**src/rtl/uw_sclk_pkg.sv**
```systemverilog
package uw_sclk_pkg;

  // Settings captured at the start of a transfer.
  typedef struct packed {
    logic [1:0] pre_code;
    logic [1:0] post_code;
    logic       idle_high;
  } sclk_cfg_t;

  // Highest postscaler stage: half period of 2**POST_TOP ticks.
  localparam logic [1:0] POST_TOP = 2'd2;

  // Reserved codes above the top stage clamp to it.
  function automatic logic [1:0] post_stage(input logic [1:0] code);
    return (code > POST_TOP) ? POST_TOP : code;
  endfunction

endpackage

```
**src/rtl/uw_sclk_prescale.sv**
```systemverilog
module uw_sclk_prescale #(
  parameter int CNT_W = 4
) (
  input  logic             clk_i,
  input  logic             rst_ni,
  input  logic             clr_i,
  input  logic [CNT_W-1:0] ratio_m1_i,
  output logic             tick_o
);

  logic [CNT_W-1:0] cnt_q, cnt_d;
  logic             wrap;

  assign wrap   = (cnt_q == ratio_m1_i);
  assign tick_o = !clr_i && wrap;

  always_comb begin
    cnt_d = cnt_q;
    if (clr_i)     cnt_d = '0;
    else if (wrap) cnt_d = '0;
    else           cnt_d = cnt_q + 1'b1;
  end

  always_ff @(posedge clk_i or negedge rst_ni) begin
    if (!rst_ni) cnt_q <= '0;
    else         cnt_q <= cnt_d;
  end

endmodule

```
**src/rtl/uw_sclk_postscale.sv**
```systemverilog
module uw_sclk_postscale #(
  parameter int HALF_W = 2
) (
  input  logic              clk_i,
  input  logic              rst_ni,
  input  logic              clr_i,
  input  logic              tick_i,
  input  logic [HALF_W-1:0] half_m1_i,
  output logic              flip_o
);

  logic [HALF_W-1:0] cnt_q, cnt_d;
  logic              cnt_en;

  assign flip_o = tick_i && (cnt_q == half_m1_i);
  assign cnt_en = clr_i || tick_i;

  always_comb begin
    cnt_d = cnt_q;
    if (clr_i)       cnt_d = '0;
    else if (flip_o) cnt_d = '0;
    else             cnt_d = cnt_q + 1'b1;
  end

  always_ff @(posedge clk_i or negedge rst_ni) begin
    if (!rst_ni)     cnt_q <= '0;
    else if (cnt_en) cnt_q <= cnt_d;
  end

endmodule

```
**src/rtl/uw_sclk_shaper.sv**
```systemverilog
module uw_sclk_shaper (
  input  logic clk_i,
  input  logic rst_ni,
  input  logic clr_i,
  input  logic flip_i,
  input  logic pol_i,
  output logic sclk_o,
  output logic rise_o,
  output logic fall_o
);

  logic phase_q, phase_d;
  logic rise_q, rise_d;
  logic fall_q, fall_d;
  logic next_lvl;

  // Pin level the clock will take after a flip.
  assign next_lvl = ~phase_q ^ pol_i;

  always_comb begin
    phase_d = phase_q;
    rise_d  = 1'b0;
    fall_d  = 1'b0;
    if (clr_i) begin
      phase_d = 1'b0;
    end else if (flip_i) begin
      phase_d = ~phase_q;
      rise_d  = next_lvl;
      fall_d  = ~next_lvl;
    end
  end

  always_ff @(posedge clk_i or negedge rst_ni) begin
    if (!rst_ni) begin
      phase_q <= 1'b0;
      rise_q  <= 1'b0;
      fall_q  <= 1'b0;
    end else begin
      phase_q <= phase_d;
      rise_q  <= rise_d;
      fall_q  <= fall_d;
    end
  end

  assign sclk_o = phase_q ^ pol_i;
  assign rise_o = rise_q;
  assign fall_o = fall_q;

endmodule

```
**src/rtl/uw_sclk_gen.sv**
```systemverilog
module uw_sclk_gen
  import uw_sclk_pkg::*;
#(
  parameter int PRE_R0 = 2,
  parameter int PRE_R1 = 4,
  parameter int PRE_R2 = 7,
  parameter int PRE_R3 = 10
) (
  input  logic       clk_i,
  input  logic       rst_ni,
  input  logic       gen_en_i,
  input  logic       xfer_req_i,
  input  logic [1:0] pre_sel_i,
  input  logic [1:0] post_sel_i,
  input  logic       idle_high_i,
  output logic       sclk_o,
  output logic       sclk_rise_o,
  output logic       sclk_fall_o,
  output logic       busy_o
);

  localparam int PRE_M01 = (PRE_R0 > PRE_R1) ? PRE_R0 : PRE_R1;
  localparam int PRE_M23 = (PRE_R2 > PRE_R3) ? PRE_R2 : PRE_R3;
  localparam int PRE_MAX = (PRE_M01 > PRE_M23) ? PRE_M01 : PRE_M23;
  localparam int CNT_W   = (PRE_MAX > 2) ? $clog2(PRE_MAX) : 1;
  localparam int HALF_W  = (int'(POST_TOP) > 0) ? int'(POST_TOP) : 1;

  // Reset: asynchronous assertion, synchronous release.
  logic [1:0] rst_sync_q;
  logic       rst_int_n;

  always_ff @(posedge clk_i or negedge rst_ni) begin
    if (!rst_ni) rst_sync_q <= 2'b00;
    else         rst_sync_q <= {rst_sync_q[0], 1'b1};
  end
  assign rst_int_n = rst_sync_q[1];

  // Transfer state and captured settings.
  logic       go;
  logic       active_q, active_d;
  logic       cfg_en;
  sclk_cfg_t  cfg_q, cfg_d;
  logic       clr;

  assign go     = gen_en_i && xfer_req_i;
  assign clr    = !(active_q && go);
  assign cfg_en = !active_q;

  always_comb begin
    active_d          = go;
    cfg_d.pre_code    = pre_sel_i;
    cfg_d.post_code   = post_sel_i;
    cfg_d.idle_high   = idle_high_i;
  end

  always_ff @(posedge clk_i or negedge rst_int_n) begin
    if (!rst_int_n) active_q <= 1'b0;
    else            active_q <= active_d;
  end

  always_ff @(posedge clk_i or negedge rst_int_n) begin
    if (!rst_int_n)  cfg_q <= '0;
    else if (cfg_en) cfg_q <= cfg_d;
  end

  // Prescale ratio table, one entry per code.
  logic [CNT_W-1:0] ratio_tab [4];
  for (genvar g = 0; g < 4; g++) begin : g_ratio
    localparam int R = (g == 0) ? PRE_R0 : (g == 1) ? PRE_R1 :
                       (g == 2) ? PRE_R2 : PRE_R3;
    assign ratio_tab[g] = CNT_W'(R - 1);
  end

  logic [CNT_W-1:0]  ratio_m1;
  logic [HALF_W-1:0] half_m1;
  logic [1:0]        stage;

  assign ratio_m1 = ratio_tab[cfg_q.pre_code];
  assign stage    = post_stage(cfg_q.post_code);
  assign half_m1  = {HALF_W{1'b1}} >> (POST_TOP - stage);

  logic tick, flip;

  uw_sclk_prescale #(.CNT_W(CNT_W)) u_pre (
    .clk_i      (clk_i),
    .rst_ni     (rst_int_n),
    .clr_i      (clr),
    .ratio_m1_i (ratio_m1),
    .tick_o     (tick)
  );

  uw_sclk_postscale #(.HALF_W(HALF_W)) u_post (
    .clk_i     (clk_i),
    .rst_ni    (rst_int_n),
    .clr_i     (clr),
    .tick_i    (tick),
    .half_m1_i (half_m1),
    .flip_o    (flip)
  );

  uw_sclk_shaper u_shape (
    .clk_i  (clk_i),
    .rst_ni (rst_int_n),
    .clr_i  (clr),
    .flip_i (flip),
    .pol_i  (cfg_q.idle_high),
    .sclk_o (sclk_o),
    .rise_o (sclk_rise_o),
    .fall_o (sclk_fall_o)
  );

  assign busy_o = active_q;

endmodule

```
**config.mk**
```make
export PLATFORM = sky130hd
export DESIGN_NAME = uw_sclk_gen
export DESIGN_NICKNAME = d
export VERILOG_FILES = /design/src/rtl/uw_sclk_pkg.sv /design/src/rtl/uw_sclk_prescale.sv /design/src/rtl/uw_sclk_postscale.sv /design/src/rtl/uw_sclk_shaper.sv /design/src/rtl/uw_sclk_gen.sv
export SDC_FILE = /design/constraint.sdc
export NUM_CORES = 1
export LEC_CHECK = 0
export BUFFER_PORTS_ARGS = -buffer_cell sky130_fd_sc_hd__buf_2
export CAP_MARGIN = 20
export CELL_PAD_IN_SITES_DETAIL_PLACEMENT = 2
export CELL_PAD_IN_SITES_GLOBAL_PLACEMENT = 2
export CORE_MARGIN = 2
export CORE_UTILIZATION = 31
export DETAILED_ROUTE_END_ITERATION = 10
export GPL_ROUTABILITY_DRIVEN = 1
export PLACE_DENSITY_LB_ADDON = 0.1
export SLEW_MARGIN = 20
export SYNTH_ARGS = -nofsm -noshare
export SYNTH_HDL_FRONTEND = slang
export SYNTH_SLANG_ARGS = --single-unit
export TNS_END_PERCENT = 20
```
**constraint.sdc**
```tcl
create_clock -name clk_i -period 0.8 [get_ports clk_i]
set_input_delay 0.16 -clock clk_i [delete_from_list [all_inputs] [get_ports clk_i]]
set_output_delay 0.16 -clock clk_i [all_outputs]
set_load 0.01 [all_outputs]
```
* Word-level counts from Yosys, hierarchy flattened
Cells that the tools add are included.
** Operators by class
- Add/subtract/negate cells :: 3
- Order comparisons :: 2
- Equal/unequal tests :: 3
- Shift-type cells :: 1
- Muxes and demuxes :: 14
- Bitwise gates (word level) :: 5
- Reduce and logical (&&, ||, !) cells :: 6
** Operators with widths (number)
- $mux 4 :: 4
- $bmux 4 s2 :: 1
- $mux 1 :: 6
- $mux 2 :: 3
- $add 4x1->4 const B :: 1
- $eq 4x4->1 :: 1
- $logic_and 1x1->1 :: 4
- $ge 3x3->1 const B :: 1
- $not 2->3 :: 1
- $add 2x1->2 const B :: 1
- $eq 2x2->1 :: 1
- $gt 2x2->1 const B :: 1
- $ne 2x2->1 const B :: 1
- $not 1->1 :: 2
- $shr 2x2->2 const A :: 1
- $sub 2x2->2 const A :: 1
- $xor 1x1->1 :: 2
- $logic_not 1->1 :: 1
- $logic_or 1x1->1 :: 1
** Word-level totals
- Flip-flop bits (word level) :: 17
- Bits of input ports :: 9
- Output and inout port bits :: 4
- Word-level logic and storage cells :: 44

* Depth between registers and ports, before layout
- Depth in word-level cells :: 9
- Mapped depth :: 6
- Depth with buffers taken out :: 6

* By module
Synthesis repeated with hierarchy kept, for this count alone.
** Unflattened totals
- Cells, all modules :: 65
- Area total of the unflattened synthesis :: 834.6 sq um
** By module, submodules not included
- uw_sclk_gen :: times used 1, cells an instance 25, area each 360.3 sq um, sequential area each 200.2 sq um
- uw_sclk_prescale :: times used 1, cells an instance 18, area each 222.7 sq um, sequential area each 100.1 sq um
- uw_sclk_postscale :: times used 1, cells an instance 14, area each 131.4 sq um, sequential area each 50.0 sq um
- uw_sclk_shaper :: times used 1, cells an instance 8, area each 120.1 sq um, sequential area each 75.1 sq um

* Least setup slack after synthesis
OpenSTA, ideal clock, no wires.
- Path kind :: reg2reg
- Start :: reg cfg_q[3] (netlist bit)
- End :: reg u_shape.phase_q
- Library setup time :: 0.066 ns
- Arrival :: 1.535 ns
- Data required time :: 0.734 ns
- Slack :: -0.801 ns
- Cell stages (with the launch flop) :: 7
- Path buffers :: 0
- Period minus slack after synthesis :: 1.601 ns
- Path through :: dfrtp_1 -> inv_1 -> ha_1 -> xor2_2 -> nand4_2 -> or4_1 -> nand2_1
** Between the ends
- Longest elaborated chain between the ends :: 8
** Ends and longest elaborated chain
- start, declared :: RTL line uw_sclk_gen.sv:42 : sclk_cfg_t cfg_q, cfg_d;
- start signal, assigned :: RTL line uw_sclk_gen.sv:63 : else if (cfg_en) cfg_q <= cfg_d;
- $not 2->3 (not written as such) :: RTL line uw_sclk_gen.sv:78 : assign ratio_m1 = ratio_tab[cfg_q.pre_code];
- $bmux 4 s2 :: RTL line uw_sclk_gen.sv:78
- $mux 4 (not written as such) (2 in series) :: RTL line uw_sclk_gen.sv:78
- $eq 4x4->1 :: RTL line uw_sclk_prescale.sv:14 : assign wrap = (cnt_q == ratio_m1_i);
- $logic_and 1x1->1 :: RTL line uw_sclk_prescale.sv:15 : assign tick_o = !clr_i && wrap;
- $logic_and 1x1->1 :: RTL line uw_sclk_postscale.sv:15 : assign flip_o = tick_i && (cnt_q == half_m1_i);
- $ne 2x2->1 (no source line)
- end signal, assigned :: RTL line uw_sclk_shaper.sv:39 : phase_q <= phase_d;
- end, declared :: RTL line uw_sclk_shaper.sv:12 : logic phase_q, phase_d;
No other way between the ends. The select of a mux whose other input is x is not followed.
A chain may end at the register's enable or synchronous reset.

* Worst setup path after layout
- Start :: reg cfg_q[4] (netlist bit)
- End :: reg u_shape.phase_q
The elaborated chain is that of the path after synthesis.

==> reports/qor.tcl <==
set qor(outcome) {finished with violations}
set qor(failed_checks) {setup timing}
set qor(r2r.worst_path.cells) 5
set qor(worst_slack_ns) -0.813
set qor(grt_pass1_vias) 641
set qor(synth_area_leader_cell) {sky130_fd_sc_hd__dfrtp_1}
set qor(grt_util_all_layers) 0.163
set qor(setup_violations) 18
set qor(drc) 0
set qor(clkTransAtPathRegs_ns) 0.10
set qor(pin_count) 13
set qor(cts_inserted_buffers) 3
set qor(crit_path_end_kind) {register}
set qor(grt_first_pass_wirelength_um) 3150
set qor(final.period_utilization) 2.02
set qor(dominant_combinational_cell_family_by_area_after_synthesis) {simple AND/OR/NAND/NOR gates}
set qor(vias) 588
set qor(core_region_area_sq_mm) 0.00228
set qor(viasPerCell) 4.94
set qor(setup_tns_ns) -8.47
set qor(mean_syn_cell_area_sq_um) 12.3
set qor(initial_core_util) 0.335
set qor(min_delay_path_depth) 2
set qor(power_switching_share) 0.268
set qor(clock_tree_root_buffer_cell) {sky130_fd_sc_hd__clkbuf_4}
set qor(yosys.area_share.adder) 0.0493
set qor(hp-start) {pre_sel_i[0]}
set qor(fmax_mhz) 620
set qor(crit_family) {simple AND/OR/NAND/NOR gates}
set qor(multi_input_comb_area_sq_um) 408
set qor(dominantRegCellSynth) {sky130_fd_sc_hd__dfrtp_1}
set qor(synth_area_leaders) {sky130_fd_sc_hd__dfrtp_1 (56%), sky130_fd_sc_hd__mux2_2 (7.4%), sky130_fd_sc_hd__ha_1 (4.9%), sky130_fd_sc_hd__xor2_1 (4.6%), sky130_fd_sc_hd__xnor2_1 (3.4%)}
set qor(leakagePower_uw) 0.000513
set qor(grt.overflow.total) 0
set qor(route.final.wire_length_um) 2040
set qor(synth_compound_area_frac) 0.0411
set qor(max_cap_viols) 0
set qor(cts.sink_count) 17
set qor(powerDensity_mw_per_mm2) 1580
set qor(totalPowerFinal_uw) 1720
set qor(post_layout_nonfiller_instances) 119
set qor(flip_flop_and_latch_count_after_synthesis) 17
set qor(synthDominantCellAreaShare) 0.558
set qor(dp.cells) 113
set qor(count_of_buffer_and_inverter_cells_on_the_critical_path) 0
set qor(first_pass_iteration_count_of_the_detailed_router) 3
set qor(power.share.combinational) 0.182
set qor(timing.final.max_slew_violations) 0
set qor(hpwlAfterDp_um) 1360
set qor(cts_tree) {yes}
set qor(seq_area_sq_um) 425
set qor(yosys-mux-area-fraction) 0.0739
set qor(yosys.area_share.xor_xnor) 0.102
set qor(finalCriticalPeriod_ns) 1.61
set qor(cts.htree.levels) 1
set qor(cts_buffer_depth) 2
set qor(unrepaired_setup_endpoints_after_global_routing) {yes}
set qor(final_layout_size_suffix_gt1_frac) 0.516
set qor(netlist_area_sq_um) 762
set qor(cp_data_required_time_ns) 1.04
set qor(place_ws_ns) -0.821
set qor(power.net_switching_uw) 459
set qor(timing.critical_path.arrival_ns) 1.86
set qor(synth-edff-count) 0
set qor(irDropWorstVdd_v) 0.00103
set qor(grt_antenna_before_repair) 0
set qor(gpl.final_weighted_congestion) 0.719
set qor(drtIter0Drc) 2
set qor(crit_chain) {ha_4 -> xor2_4 -> nand4_2 -> or4_1 -> nand2_1}
set qor(placement_rows) 17
set qor(final_net_count) 104
set qor(synthesis.nets) 74
set qor(die-area_sq_mm) 0.00287
set qor(yosysUniqueCellTypes) 26
set qor(final_hold_viol_count) 0
set qor(worst-path-max-fanout) 3
set qor(width_of_the_die_um) 53.6
set qor(synthToLayoutAreaGrowth_pct) 42.5
set qor(filler_cell_count) 234
set qor(seq_power_share) 0.535
set qor(worst_path_max_delay_cell) {sky130_fd_sc_hd__or4_1}
set qor(path_class) {register to register}
set qor(synth_common_cells) {sky130_fd_sc_hd__dfrtp_1 (17), sky130_fd_sc_hd__mux2_2 (5), sky130_fd_sc_hd__nand2_1 (4), sky130_fd_sc_hd__xor2_1 (4)}
set qor(latest_clock_arrival_within_the_worst_skew_pair_ns) 0.30
set qor(min_path_type) {input port to register}
set qor(final.setup_skew_ns) 0.00159
set qor(insertedDiodeCount) 0
set qor(worst_path_largest_cell_delay_ns) 0.48
set qor(r2r-start) {cfg_q[4]$_DFFE_PN0N_}
set qor(synth_most_common_cell) {sky130_fd_sc_hd__dfrtp_1}
set qor(destination_of_the_worst_register_to_register_timing_path) {u_shape.phase_q$_DFFE_PN0P_}
set qor(worst_setup_path_start_kind) {register}
set qor(hold_end) {cfg_q[3]$_DFFE_PN0N_}
set qor(asyncSetResetFlopFracSynth) 1.00
set qor(placement.io_buffers) 12
set qor(internal_power_uw) 1260
set qor(height_of_the_chip_um) 53.6
set qor(clockPowerShare) 0.283
set qor(yosysSeqAreaShare) 0.558
set qor(yosys.area_share.simple) 0.156
set qor(ant_nets) 0
set qor(synth.yosys.warnings) 0
set qor(grt_start_max_net_pins) 10
set qor(drt-wirelength-per-cell_um) 17.2
set qor(ff2ff_setup_slack_ns) -0.81
set qor(post_synth_inst_count) 62
==> flip-flops by register name, indices dropped and copies added (netlist names) <==
signal / cells
u_pre.cnt_q: 4
u_shape.rise_o: 1
rst_sync_q: 2
u_shape.phase_q: 1
u_shape.fall_o: 1
u_post.cnt_q: 2
busy_o: 1
cfg_q: 5
==> cells in the final DEF, fill, tap and decap left out, types with 2 or more instances in the layout <==
| cell | count |
|---|---|
| sky130_fd_sc_hd__nand2_1 | 3 |
| sky130_fd_sc_hd__buf_4 | 12 |
| sky130_fd_sc_hd__buf_6 | 3 |
| sky130_fd_sc_hd__nor2_1 | 3 |
| sky130_fd_sc_hd__mux2_2 | 2 |
| sky130_fd_sc_hd__xor2_1 | 3 |
| sky130_fd_sc_hd__dfrtp_1 | 17 |
| sky130_fd_sc_hd__mux2_4 | 3 |
| sky130_fd_sc_hd__xnor2_2 | 2 |
| sky130_fd_sc_hd__nand3_1 | 2 |
| sky130_fd_sc_hd__clkbuf_4 | 3 |
| sky130_fd_sc_hd__ha_1 | 2 |
| sky130_fd_sc_hd__buf_2 | 10 |
==> area by class of cell <==
cell class,count,area share
Sequential cell,17,0.392
Multi-Input combinational cell,42,0.376
Timing Repair Buffer,26,0.169
Tap cell,28,0.0323
Clock buffer,4,0.0242
Inverter,2,0.00691
==> kinds of logic after synthesis <==
group	count (synthesis)
flip-flops	17
other	1
multiplexers	5
AND/OR/NAND/NOR	20
XOR/XNOR	8
adder cells (fa/ha/maj)	3
buffers and inverters	3
AO/OA/AOI/OAI	5
==> worst reg2reg max path, stage by stage, from the launching register on <==
cell and delay [ns]:
sky130_fd_sc_hd__dfrtp_1 0.44, sky130_fd_sc_hd__ha_4 0.31, sky130_fd_sc_hd__xor2_4 0.16, sky130_fd_sc_hd__nand4_2 0.10
sky130_fd_sc_hd__or4_1 0.48, sky130_fd_sc_hd__nand2_1 0.07
==> power groups by stage <==
stage	Sequential (uW)	Combinational, uW	Clock, uW
final	917	313	486
after global placement	926	209	0
after floorplan	934	112	0
after global routing	921	341	543
after detailed placement	929	219	0
after CTS	916	277	493
==> metrics by stage <==
stage / utilization / hold WS (ns) / cell area (sq um)
6_report: 0.477 / 0.0880 / 1090
5_1_grt: 0.477 / 0.0726 / 1090
4_1_cts: 0.461 / 0.0806 / 1050
3_5_place_dp: 0.415 / -0.0527 / 943
3_3_place_gp: 0.415 / -0.0549 / 943
2_1_floorplan: - / -0.136 / 762
==> timing repair <==
item / CTS / global route
cloned: 0 / 0
pin swaps: 3 / 2
endpoints found under the hold margin: 2 / 0
buffers inserted: 1 / 0
setup endpoints to repair: 18 / 18
resized for setup: 12 / 7
hold buffers: 1 / 0
==> metal layers <==
| layer | global-route usage | part of all wire |
|---|---|---|
| met2 | 0.265 | 0.54 |
| met1 | 0.204 | 0.42 |
| met5 | 0 | 0 |
| met3 | 0.0528 | 0.030 |
| met4 | 0.0513 | 0.0054 |
==> how the worst max path moves through the flow <==
| stage | from | endpoint | depth (start not counted) |
|---|---|---|---|
| finish | cfg_q[4]$_DFFE_PN0N_ | u_shape.phase_q$_DFFE_PN0P_ | 5 |
| global route | cfg_q[3]$_DFFE_PN0N_ | u_shape.phase_q$_DFFE_PN0P_ | 6 |
| CTS | cfg_q[4]$_DFFE_PN0N_ | u_shape.phase_q$_DFFE_PN0P_ | 5 |
| detailed placement | cfg_q[3]$_DFFE_PN0N_ | u_shape.phase_q$_DFFE_PN0P_ | 6 |
| global placement | cfg_q[3]$_DFFE_PN0N_ | u_shape.phase_q$_DFFE_PN0P_ | 6 |
| floorplan | cfg_q[3]$_DFFE_PN0N_ | u_shape.phase_q$_DFFE_PN0P_ | 6 |
No activity file was read; power rests on OpenSTA's default activity.
